--- src/rtl/smb_byte_pkg.sv ---
`timescale 1ns/1ps
package smb_byte_pkg;

  typedef enum logic [1:0] {
    OP_START = 2'd0,
    OP_STOP  = 2'd1,
    OP_WRITE = 2'd2,
    OP_READ  = 2'd3
  } smbOp_e;

  // Strobes from the sequencer to the datapath
  typedef struct packed {
    logic loadByte;   // take cmdData into the shifter, clear bit count
    logic sampleBit;  // shift the SDA level in on an SCL rise
    logic sampleAck;  // capture SDA on the acknowledge rise
    logic nextBit;    // advance the bit count
    logic sclLoad;    // update the SCL drive register
    logic sclLow;     // value for it
    logic sdaLoad;    // update the SDA drive register
    logic sdaLow;     // value for it
    logic ackLoad;    // store the host acknowledge value
    logic condPhase;  // inside a START or STOP sequence
  } smbCtl_t;

endpackage

--- src/rtl/smb_byte_dpath.sv ---
`timescale 1ns/1ps
module smb_byte_dpath
  import smb_byte_pkg::*;
#(
  parameter int DATA_W = 8
) (
  input  logic              clk,
  input  logic              rstN,
  input  smbCtl_t           ctl,
  input  logic [DATA_W-1:0] cmdData,
  input  logic              sdaIn,
  input  logic              hostAckBit,
  output logic              sclDrvLow,
  output logic              sdaDrvLow,
  output logic              curBit,
  output logic              atAck,
  output logic              ackHeld,
  output logic [DATA_W-1:0] rxData,
  output logic              rxAck
);
  localparam int CNT_W = $clog2(DATA_W + 1);
  localparam logic [CNT_W-1:0] ACK_IDX = CNT_W'(DATA_W);

  logic [DATA_W-1:0] shiftReg;
  logic [CNT_W-1:0]  bitCnt;

  always_ff @(posedge clk) begin
    if (!rstN) begin
      shiftReg  <= '0;
      bitCnt    <= '0;
      sclDrvLow <= 1'b0;
      sdaDrvLow <= 1'b0;
      ackHeld   <= 1'b0;
      rxAck     <= 1'b1;
    end else begin
      if (ctl.loadByte) begin
        shiftReg <= cmdData;
        bitCnt   <= '0;
      end else begin
        if (ctl.sampleBit) shiftReg <= {shiftReg[DATA_W-2:0], sdaIn};
        if (ctl.nextBit)   bitCnt   <= bitCnt + 1'b1;
      end
      if (ctl.sampleAck) rxAck     <= sdaIn;
      if (ctl.ackLoad)   ackHeld   <= hostAckBit;
      if (ctl.sclLoad)   sclDrvLow <= ctl.sclLow;
      if (ctl.sdaLoad)   sdaDrvLow <= ctl.sdaLow;
    end
  end

  assign curBit = shiftReg[DATA_W-1];
  assign atAck  = (bitCnt == ACK_IDX);
  assign rxData = shiftReg;

  // Data-phase SDA updates only happen with SCL already low and staying low
  AST_SDA_ONLY_SCL_LOW: assert property (@(posedge clk) disable iff (!rstN)
    (ctl.sdaLoad && !ctl.condPhase) |-> (sclDrvLow && !(ctl.sclLoad && !ctl.sclLow)));

  AST_NO_ADVANCE_PAST_ACK: assert property (@(posedge clk) disable iff (!rstN)
    atAck |-> !ctl.nextBit);

endmodule

--- src/rtl/smb_byte_ctrl.sv ---
`timescale 1ns/1ps
module smb_byte_ctrl
  import smb_byte_pkg::*;
(
  input  logic       clk,
  input  logic       rstN,
  input  logic       tick,
  input  logic       sclIn,
  input  logic       cmdValid,
  input  logic [1:0] cmdOp,
  input  logic       hwAckEn,
  input  logic       ackGo,
  input  logic       atAck,
  input  logic       curBit,
  input  logic       ackHeld,
  input  logic       sclHeldLow,
  output smbCtl_t    ctl,
  output logic       busy,
  output logic       evtValid,
  output logic       evtPreAck
);
  typedef enum logic [4:0] {
    S_IDLE, S_ST_REL, S_ST_RISE, S_ST_HIGH, S_ST_SDALOW, S_ST_SCLLOW,
    S_SP_SDALOW, S_SP_RISE, S_SP_HIGH, S_SP_REL,
    S_BIT_LOW, S_BIT_RISE, S_BIT_HIGH, S_BIT_FALL, S_ACK_WAIT,
    S_BYTE_END, S_BYTE_REL
  } state_e;

  state_e state, stateNxt;
  logic   dirRead, hwLat, evtNxt, accept, dataOp;
  smbOp_e op;

  assign op     = smbOp_e'(cmdOp);
  assign accept = (state == S_IDLE) && cmdValid;
  assign dataOp = (op == OP_WRITE) || (op == OP_READ);

  always_comb begin
    stateNxt = state;
    ctl      = '0;
    evtNxt   = accept ? 1'b0 : evtValid;
    case (state)
      S_IDLE: if (cmdValid) begin
        if (op == OP_START)     stateNxt = S_ST_REL;
        else if (op == OP_STOP) stateNxt = S_SP_SDALOW;
        else begin
          ctl.loadByte = 1'b1;
          stateNxt     = S_BIT_LOW;
        end
      end
      S_ST_REL: begin
        ctl.condPhase = 1'b1; ctl.sdaLoad = 1'b1; ctl.sdaLow = 1'b0;
        if (tick) stateNxt = S_ST_RISE;
      end
      S_ST_RISE: begin
        ctl.condPhase = 1'b1; ctl.sclLoad = 1'b1; ctl.sclLow = 1'b0;
        if (sclIn) stateNxt = S_ST_HIGH;
      end
      S_ST_HIGH: begin
        ctl.condPhase = 1'b1;
        if (tick) stateNxt = S_ST_SDALOW;
      end
      S_ST_SDALOW: begin
        ctl.condPhase = 1'b1; ctl.sdaLoad = 1'b1; ctl.sdaLow = 1'b1;
        if (tick) stateNxt = S_ST_SCLLOW;
      end
      S_ST_SCLLOW: begin
        ctl.condPhase = 1'b1; ctl.sclLoad = 1'b1; ctl.sclLow = 1'b1;
        stateNxt = S_IDLE;
      end
      S_SP_SDALOW: begin
        ctl.condPhase = 1'b1; ctl.sdaLoad = 1'b1; ctl.sdaLow = 1'b1;
        if (tick) stateNxt = S_SP_RISE;
      end
      S_SP_RISE: begin
        ctl.condPhase = 1'b1; ctl.sclLoad = 1'b1; ctl.sclLow = 1'b0;
        if (sclIn) stateNxt = S_SP_HIGH;
      end
      S_SP_HIGH: begin
        ctl.condPhase = 1'b1;
        if (tick) stateNxt = S_SP_REL;
      end
      S_SP_REL: begin
        ctl.condPhase = 1'b1; ctl.sdaLoad = 1'b1; ctl.sdaLow = 1'b0;
        stateNxt = S_IDLE;
      end
      S_BIT_LOW: begin
        ctl.sclLoad = 1'b1; ctl.sclLow = 1'b1; ctl.sdaLoad = 1'b1;
        if (atAck) ctl.sdaLow = dirRead && (hwLat || !ackHeld);
        else       ctl.sdaLow = !dirRead && !curBit;
        if (tick) stateNxt = S_BIT_RISE;
      end
      S_BIT_RISE: begin
        ctl.sclLoad = 1'b1; ctl.sclLow = 1'b0;
        if (sclIn) begin
          ctl.sampleBit = !atAck;
          ctl.sampleAck = atAck;
          stateNxt      = S_BIT_HIGH;
        end
      end
      S_BIT_HIGH: if (tick) begin
        if (atAck) stateNxt = S_BYTE_END;
        else begin
          ctl.nextBit = 1'b1;
          stateNxt    = S_BIT_FALL;
        end
      end
      S_BIT_FALL: begin
        ctl.sclLoad = 1'b1; ctl.sclLow = 1'b1;
        if (atAck && dirRead && !hwLat) begin
          stateNxt = S_ACK_WAIT;
          evtNxt   = 1'b1;
        end else stateNxt = S_BIT_LOW;
      end
      S_ACK_WAIT: if (ackGo) begin
        ctl.ackLoad = 1'b1;
        evtNxt      = 1'b0;
        stateNxt    = S_BIT_LOW;
      end
      S_BYTE_END: begin
        ctl.sclLoad = 1'b1; ctl.sclLow = 1'b1;
        stateNxt = S_BYTE_REL;
      end
      S_BYTE_REL: begin
        ctl.sdaLoad = 1'b1; ctl.sdaLow = 1'b0;
        evtNxt   = !(dirRead && !hwLat);
        stateNxt = S_IDLE;
      end
      default: stateNxt = S_IDLE;
    endcase
  end

  always_ff @(posedge clk) begin
    if (!rstN) begin
      state    <= S_IDLE;
      dirRead  <= 1'b0;
      hwLat    <= 1'b0;
      evtValid <= 1'b0;
    end else begin
      state    <= stateNxt;
      evtValid <= evtNxt;
      if (accept && dataOp) begin
        dirRead <= (op == OP_READ);
        hwLat   <= hwAckEn;
      end
    end
  end

  assign busy      = (state != S_IDLE);
  assign evtPreAck = (state == S_ACK_WAIT);

  AST_STALL_HOLDS_SCL: assert property (@(posedge clk) disable iff (!rstN)
    evtPreAck |-> sclHeldLow);

  AST_RISE_WAITS_LINE: assert property (@(posedge clk) disable iff (!rstN)
    (state == S_BIT_RISE && !sclIn) |=> (state == S_BIT_RISE));

  AST_EVT_KEEPS_SCL_LOW: assert property (@(posedge clk) disable iff (!rstN)
    evtValid |-> sclHeldLow);

  AST_POST_ACK_EVT_IDLE: assert property (@(posedge clk) disable iff (!rstN)
    ($rose(evtValid) && !evtPreAck) |-> !busy);

  AST_BUSY_CMD_NO_EFFECT: assert property (@(posedge clk) disable iff (!rstN)
    (busy && cmdValid && state != S_BYTE_REL && state != S_ST_SCLLOW && state != S_SP_REL)
      |=> busy);

endmodule

--- src/rtl/smb_byte_engine.sv ---
`timescale 1ns/1ps
module smb_byte_engine
  import smb_byte_pkg::*;
#(
  parameter int DATA_W = 8
) (
  input  logic              clk,
  input  logic              rstN,
  input  logic              tick,
  input  logic              cmdValid,
  input  logic [1:0]        cmdOp,
  input  logic [DATA_W-1:0] cmdData,
  input  logic              hwAckEn,
  input  logic              ackGo,
  input  logic              ackBit,
  input  logic              sclIn,
  input  logic              sdaIn,
  output logic              sclDrvLow,
  output logic              sdaDrvLow,
  output logic              busy,
  output logic              evtValid,
  output logic              evtPreAck,
  output logic [DATA_W-1:0] rxData,
  output logic              rxAck
);
  smbCtl_t ctl;
  logic    atAck, curBit, ackHeld;

  smb_byte_ctrl u_ctrl (
    .clk(clk), .rstN(rstN), .tick(tick), .sclIn(sclIn),
    .cmdValid(cmdValid), .cmdOp(cmdOp), .hwAckEn(hwAckEn), .ackGo(ackGo),
    .atAck(atAck), .curBit(curBit), .ackHeld(ackHeld), .sclHeldLow(sclDrvLow),
    .ctl(ctl), .busy(busy), .evtValid(evtValid), .evtPreAck(evtPreAck)
  );

  smb_byte_dpath #(.DATA_W(DATA_W)) u_dpath (
    .clk(clk), .rstN(rstN), .ctl(ctl), .cmdData(cmdData), .sdaIn(sdaIn),
    .hostAckBit(ackBit), .sclDrvLow(sclDrvLow), .sdaDrvLow(sdaDrvLow),
    .curBit(curBit), .atAck(atAck), .ackHeld(ackHeld),
    .rxData(rxData), .rxAck(rxAck)
  );

endmodule

--- config.mk ---
export PLATFORM = sky130hd
export DESIGN_NAME = smb_byte_engine
export DESIGN_NICKNAME = d
export VERILOG_FILES = /design/src/rtl/smb_byte_pkg.sv /design/src/rtl/smb_byte_dpath.sv /design/src/rtl/smb_byte_ctrl.sv /design/src/rtl/smb_byte_engine.sv
export SDC_FILE = /design/constraint.sdc
export NUM_CORES = 1
export LEC_CHECK = 0
export ABC_AREA = 1
export BUFFER_PORTS_ARGS = -buffer_cell sky130_fd_sc_hd__buf_2
export CAP_MARGIN = 20
export CORE_ASPECT_RATIO = 1.25
export CORE_MARGIN = 2
export CORE_UTILIZATION = 55
export CTS_BUF_LIST = sky130_fd_sc_hd__clkbuf_4
export DETAILED_ROUTE_END_ITERATION = 6
export PLACE_DENSITY = 0.86
export SLEW_MARGIN = 20
export SYNTH_ARGS = -nofsm -noshare
export SYNTH_HDL_FRONTEND = slang
export SYNTH_SLANG_ARGS = --single-unit
--- constraint.sdc ---
create_clock -name clk -period 4.2 [get_ports clk]
set_input_delay 0.63 -clock clk [delete_from_list [all_inputs] [get_ports clk]]
set_output_delay 0.63 -clock clk [all_outputs]
set_load 0.01 [all_outputs]
# Word level (Yosys, flattened, before mapping)
# Index checks and enable logic that the tools add are counted.
# word_totals
latch_bits	0
mem_bits_rw	0
elab_cells	106
regBits	24
out_inout_bits	14
memories	0
inputBits	19
mem_bits_ro	0
# op_classes
eq_ne	32
n_div	0
n_lt_le_gt_ge	0
mux	37
n_reduce_logical	25
n_mul	0
n_addsub	1
n_bitwise	1
shifts	0
# op_table
op	count
$pmux 5 s14	1
$mux 5	12
$eq 5x4->1 const B	8
$ne 2x2->1 const B	12
$eq 5x3->1 const B	4
$mux 8	2
$mux 1	13
$reduce_and 12->1	1
$eq 5x2->1 const B	2
$mux 4	2
$logic_and 1x1->1	7
$logic_not 1->1	6
$mux 2	3
$pmux 2 s3	1
$reduce_or 3->1	2
$eq 5x1->1 const B	1
$eq 5x5->1 const B	1
$logic_not 5->1	1
$reduce_bool 5->1	1
$add 4x1->4 const B	1
$eq 2x2->1 const B	2
$eq 4x4->1 const B	1
$pmux 2 s2	1
$reduce_or 2->1	2
8 further kinds	9

# Depth between registers and ports, before layout
# Gate-level depths: netlist (run 1).
# depth
depth_word	6
mapped_depth	11
mapped_depth_nobuf	10

# By module
# From an unflattened synthesis (run 1), not the netlist that was laid out.
# unflattened
hier_cells	239
hier_area_um2	1567.8
# modules_own_cells
mod	seq_area_each_um2	cells_each	n_inst	area_each_um2
smb_byte_ctrl	160.2	132	1	802.0
smb_byte_dpath	320.3	107	1	765.7

# Worst setup path before layout (run 1)
# OpenSTA, ideal clock, no wires.
# synth_timing
path_kind	register -> output
startpoint	register u_ctrl.state[4]
endpoint	output port evtPreAck
arrival_ns	0.873
setup_slack_ns	2.697
path_stages_with_launch	4
required_time_ns	3.570
path_buffers	0
cell_sequence	dfxtp_1 inv_1 nand3_2 nor2_1
# synth_between
elab_chain_len	1
# synth_rtl
element	line	text
start, declared	smb_byte_ctrl.sv:29	state_e state, stateNxt;
start signal, assigned	smb_byte_ctrl.sv:139	state <= stateNxt;
$eq 5x4->1	smb_byte_ctrl.sv:149	assign evtPreAck = (state == S_ACK_WAIT);
end, declared	smb_byte_engine.sv:22	output logic evtPreAck,
# Every way passes these cells.

# Worst setup path after layout (run 1)
# Ends and elaborated chain as after synthesis.

==> results of run 1 <==
cells in the final DEF, fill, tap and decap left out, types with 3 or more instances in the layout:
| cell | n |
|---|---|
| inv_2 | 6 |
| o21ai_0 | 10 |
| a21oi_1 | 11 |
| nand2_1 | 78 |
| nor2_4 | 4 |
| nor2_1 | 35 |
| inv_1 | 23 |
| clkbuf_4 | 3 |
| nand4_1 | 8 |
| dfxtp_1 | 24 |
| nand2_2 | 3 |
| a31oi_1 | 3 |
| nand3_1 | 30 |
| nor3_1 | 3 |
| buf_2 | 32 |
power groups by stage:
stage                     Clock (mW)  Sequential, mW  Combinational [mW]
after floorplan                    0           0.292               0.335
after global placement             0           0.303               0.430
after detailed placement           0           0.303               0.438
after CTS                      0.172           0.298               0.440
after global routing           0.182           0.302               0.502
final                          0.169           0.299               0.447
cells by family (layout without fill, tap and decap cells):
family          count (synthesis)  count (layout)  share of synthesized area (%)
flops                          24              24                           30.2
buf+inv                        35              65                           9.27
fa+ha+maj                       2               2                           1.57
simple gates                  167             167                           48.2
compound gates                 28              28                           9.74
xor+xnor                        2               2                           1.10
state kept, by name, indices dropped and copies added, names as in the netlist:
signal,count
u_dpath.rxData,8
u_dpath.bitCnt,4
u_ctrl.state,5
u_ctrl.evtValid,1
u_dpath.rxAck,1
u_dpath.sclDrvLow,1
u_ctrl.hwLat,1
u_dpath.sdaDrvLow,1
u_ctrl.dirRead,1
u_dpath.ackHeld,1
worst paths after layout:
path	endpoint	slack [ns]	depth (start not counted)
setup / recovery	evtPreAck	1.87	4
hold / removal	u_dpath.ackHeld	0.47	2
setup reg to reg	u_dpath.rxData[4]	2.33	8
hold reg to reg	u_dpath.ackHeld	0.47	2
layout make-up:
type	count	area, um^2	share of cell area (%)
Multi-Input combinational cell	199	965	53.3
Sequential cell	24	480	26.6
Timing Repair Buffer	32	160	8.85
Inverter	29	109	6.02
Tap cell	34	42.5	2.35
Clock inverter	1	30.0	1.66
Clock buffer	3	22.5	1.24
critical path, delay by kind of cell, from the launching register on:
| family | cells | cell delay (ns) |
|---|---|---|
| buffers and inverters | 2 | 0.54 |
| flip-flops | 1 | 0.41 |
| AND/OR/NAND/NOR | 2 | 0.42 |
routing by layer:
metal	GRT usage (%)	vias to the layer above
li1	-	897
met1	31.2	809
met2	47.9	86
met3	3.50	19
met4	13.1	0
met5	0	-
==> metrics.txt, run 1 <==
I/O pin count 33; Final Cell Area 0.00181 mm^2; worst setup margin 1.87 ns; max layer used met4; status complete, no violations; DIE HEIGHT 64.2 um; GPL Wtd Cong 0.996; clock root cell clkbuf_4; syn_nets 279; Post-Syn Area 0.00159 mm^2; clock power share 18.5%; synthesized flop and latch total 24; slew at the pin with the worst max-slew slack 0.423 ns; Place WS 2.30 ns; Final setup violation count 0; WL per Instance 13.3 um; routed via count 1811; Max IR drop VDD 0.000297 V; Non-Filler Instances 322; switching part of the total 45.9%; final antenna-violating net count 0; Worst Setup SP u_ctrl.state[4]; CTS tree built; Worst EP required 3.57 ns; Avg Cell Area, Syn 6.17 um^2; cts repair resizes 0; Fmax 429 MHz; Placed Cells 318; Worst Setup Start Kind flop; Yosys cell types 27; Slew HR 71.7%; DP HPWL 3360 um; clock-pin slew on the worst setup and hold paths 0.14 ns; antenna fix cells 0; final worst path period share 55.5%; Reg power frac 32.7%; Die X 52.1 um; Pwr Density 506 mW/mm^2; layout cell share with drive strength beyond 1 19.1%; Worst setup EP type primary output; final core utilization 66.9%; most instantiated cells after synthesis 78 x nand2_1, 35 x nor2_1, 30 x nand3_1; P_sw 420 uW; CTS Buf Count 3; kind of critical path reg -> out; post-CTS setup repair buffer count 0; WHS 0.473 ns; later-pin clock latency in the skew report 0.33 ns; Synth Flop Type dfxtp_1; fin crit period 2.33 ns; met3 wire len 276 um; row count 21; CP Max Fanout 13; slowest stage delay, CP 0.41 ns; met1 WL 1690 um; CTS Sinks 24; largest net degree at the start of global routing 15; max-slew violations 0; YS warnings 0; number of synthesized flops with an enable pin 0; First-pass DRT Iterations 5; placed standard-cell area 0.00176 mm^2; RSZ-0062 raised after global routing no; Post-CTS Hold Buffers 0; Final Hold Fails 0; Max Root-Sink Buffers 2; Pint 496 uW; drt drc 0; Final nets 310; hold crit path type reg -> reg; r2r startpoint u_ctrl.state[4]; count of input and output buffers 32; Critical Path AT 1.70 ns; Die Area 0.00334 mm^2; Yosys top cell area share 30.2%; WL met2 2170 um; GRT Total Usage 27.1%; sequential-to-total area share from yosys stat 30.2%; initial antenna violation count 0; CTS H-Tree Depth 1; Syn Inst Count 258; most area-consuming cells after synthesis dfxtp_1 30%, nand2_1 18%, nand3_1 9.4%; Hold Startpoint u_dpath.ackHeld; slowest CP cell dfxtp_1; Layout area overhead 13.6%; top-count cell post-synth nand2_1; global-route wire length before repair 7020 um; Post-Route WL 4280 um; clock skew 0.0132 ns; number of fill cells 262; Initial Util 58.9%; Fin Setup TNS 0 ns; CP Cell Sequence inv_1 -> nand3_2 -> nor2_1 -> buf_2; Design Power 915 uW; Combinational Power Share 48.8%; Core Box Area 0.00271 mm^2; remaining global-route overflow 0; LEAKAGE 0.907 nW; Vias/cell 5.62; Async S/R FF share, synth 0%; Synth area leader dfxtp_1; vias in the first global route 1639; Initial DRC Count 98; max-cap check violation count 0
Note: power is estimated with default switching activity, not from simulation.
==> run 2, diff against run 1 <==
Clock period 4.2 ns to 2.27 ns, I/O delays scaled along.
==> metrics.txt, run 2 (same netlist as run 1, synthesis figures left out) <==
CTS tree built; Die Area 0.00334 mm^2 (unchanged); initial antenna violation count 0 (unchanged); Core Box Area 0.00271 mm^2 (unchanged); slowest stage delay, CP 0.41 ns (about the same); Max IR drop VDD 0.000564 V (+90%); Post-Route WL 4320 um (+1.1%); commonest non-fill, non-tap cell in the layout nand2_1; slowest CP cell dfxtp_1; Fmax 477 MHz; CP Max Fanout 13 (unchanged); cts repair resizes 0 (unchanged); First-pass DRT Iterations 5 (unchanged); CTS H-Tree Depth 1 (unchanged); Design Power 1.70 mW (+86%); kind of critical path reg -> out; global-route wire length before repair 7160 um (+2.0%); clock root cell clkbuf_4; Slew HR 70.1% (-1.6 points); Max Root-Sink Buffers 2 (unchanged); Worst setup EP type primary output; largest net degree at the start of global routing 15 (unchanged); CTS Sinks 24 (unchanged); Initial DRC Count 121 (+23%); Initial Util 58.9% (unchanged); Final setup violation count 0 (unchanged); Pwr Density 941 mW/mm^2 (+86%); Placed Cells 318 (unchanged); fin crit period 2.10 ns; routed via count 1811 (unchanged); vias in the first global route 1691 (+3.2%); max-cap check violation count 0 (unchanged); GPL Wtd Cong 1.02 (+2.3%); I/O pin count 33 (unchanged); Critical path buffers and inverters 2 (unchanged); DP HPWL 3300 um (-2.0%); drt drc 0 (unchanged); footprint of the multi-input gates 965 um^2 (unchanged); layout cell share with drive strength beyond 1 19.1% (unchanged); Vias/cell 5.62 (unchanged); number of fill cells 273 (+4.2%); RSZ-0062 raised after global routing no; CTS Buf Count 3 (unchanged); Critical Path AT 1.76 ns (+0.06 ns); hold crit path type in -> reg; final antenna-violating net count 0 (unchanged); later-pin clock latency in the skew report 0.32 ns (about the same); worst setup margin 0.172 ns (-1.70 ns); row count 21 (unchanged); Non-Filler Instances 322 (unchanged); clock skew 0.00370 ns (-0.00951 ns); GRT Total Usage 28.2% (+1.0 points); post-CTS setup repair buffer count 0 (unchanged); Layout area overhead 13.6% (unchanged); Worst Setup Start Kind flop; clock-pin slew on the worst setup and hold paths 0.14 ns (about the same); max-slew violations 0 (unchanged); DIE HEIGHT 64.2 um (unchanged); LEAKAGE 0.907 nW (unchanged); Final Hold Fails 0 (unchanged); Largest register FFs 8 (unchanged); Reg area 480 um^2 (unchanged); WL per Instance 13.4 um (+1.1%); Fin Setup TNS 0 ns (unchanged); Post-CTS Hold Buffers 0 (unchanged); status complete, no violations; Worst EP required 1.93 ns (-1.64 ns); Crit path max-delay family buffers and inverters; most frequent cells in the layout 78 x nand2_1, 35 x nor2_1, 32 x buf_2; slew at the pin with the worst max-slew slack 0.448 ns (+0.0246 ns); final worst path period share 92.4%; remaining global-route overflow 0 (unchanged); count of input and output buffers 32 (unchanged); WHS 0.272 ns (-0.201 ns); CP Cell Sequence inv_1 -> nand3_2 -> nor2_1 -> buf_2; antenna fix cells 0 (unchanged); Die X 52.1 um (unchanged); Final nets 310 (unchanged); Place WS 0.426 ns (-1.88 ns)
run 2: cell counts in the layout (fill, tap and decap cells not counted):
No cell type changed its count.
run 2: layout make-up:
class                      count  area share, %
tap                           34           2.35
inverter                      29           6.02
clock buffer                   3           1.24
timing repair buffer          32           8.85
multi-input combinational    199           53.3
clock inverter                 1           1.66
sequential                    24           26.6
run 2: final timing paths:
kind                         from                 to  slack [ns]  depth (start not counted)
setup reg to reg  u_ctrl.state[4]  u_dpath.rxData[0]        0.38                          8
hold / removal         cmdData[4]  u_dpath.rxData[4]        0.27                          3
hold reg to reg   u_dpath.ackHeld    u_dpath.ackHeld        0.47                          2
setup / recovery  u_ctrl.state[4]          evtPreAck        0.17                          4
run 2: worst register-to-register path, delay by kind of cell (launching register included):
kind	cells	cell delay, ns
flip-flops	1	0.41
buffers and inverters	3	0.65
AO/OA/AOI/OAI	1	0.05
AND/OR/NAND/NOR	4	0.67
run 2: power by group:
group / switching (mW) / total [mW] / internal (mW) / leakage [nW]
Sequential: 0.0796 / 0.554 / 0.474 / 0.195
Combinational: 0.570 / 0.834 / 0.264 / 0.684
Clock: 0.136 / 0.315 / 0.179 / 0.0279
run 2: per-layer routing:
layer / routed length [um] / vias to the layer above / GRT usage (%) / share of wire (%)
met1: 1760 / 824 / 32.1 / 41
met3: 244 / 19 / 4.21 / 5.6
li1: - / 892 / - / -
met2: 2110 / 76 / 48.1 / 49
met5: 0 / - / 0 / 0
met4: 201 / 0 / 17.0 / 4.6
run 2: per-stage QoR:
stage	instance area, um^2	utilization (%)
2_1_floorplan	1590	-
3_3_place_gp	1760	64.9
3_5_place_dp	1760	64.9
4_1_cts	1810	66.9
5_1_grt	1810	66.9
6_report	1810	66.9
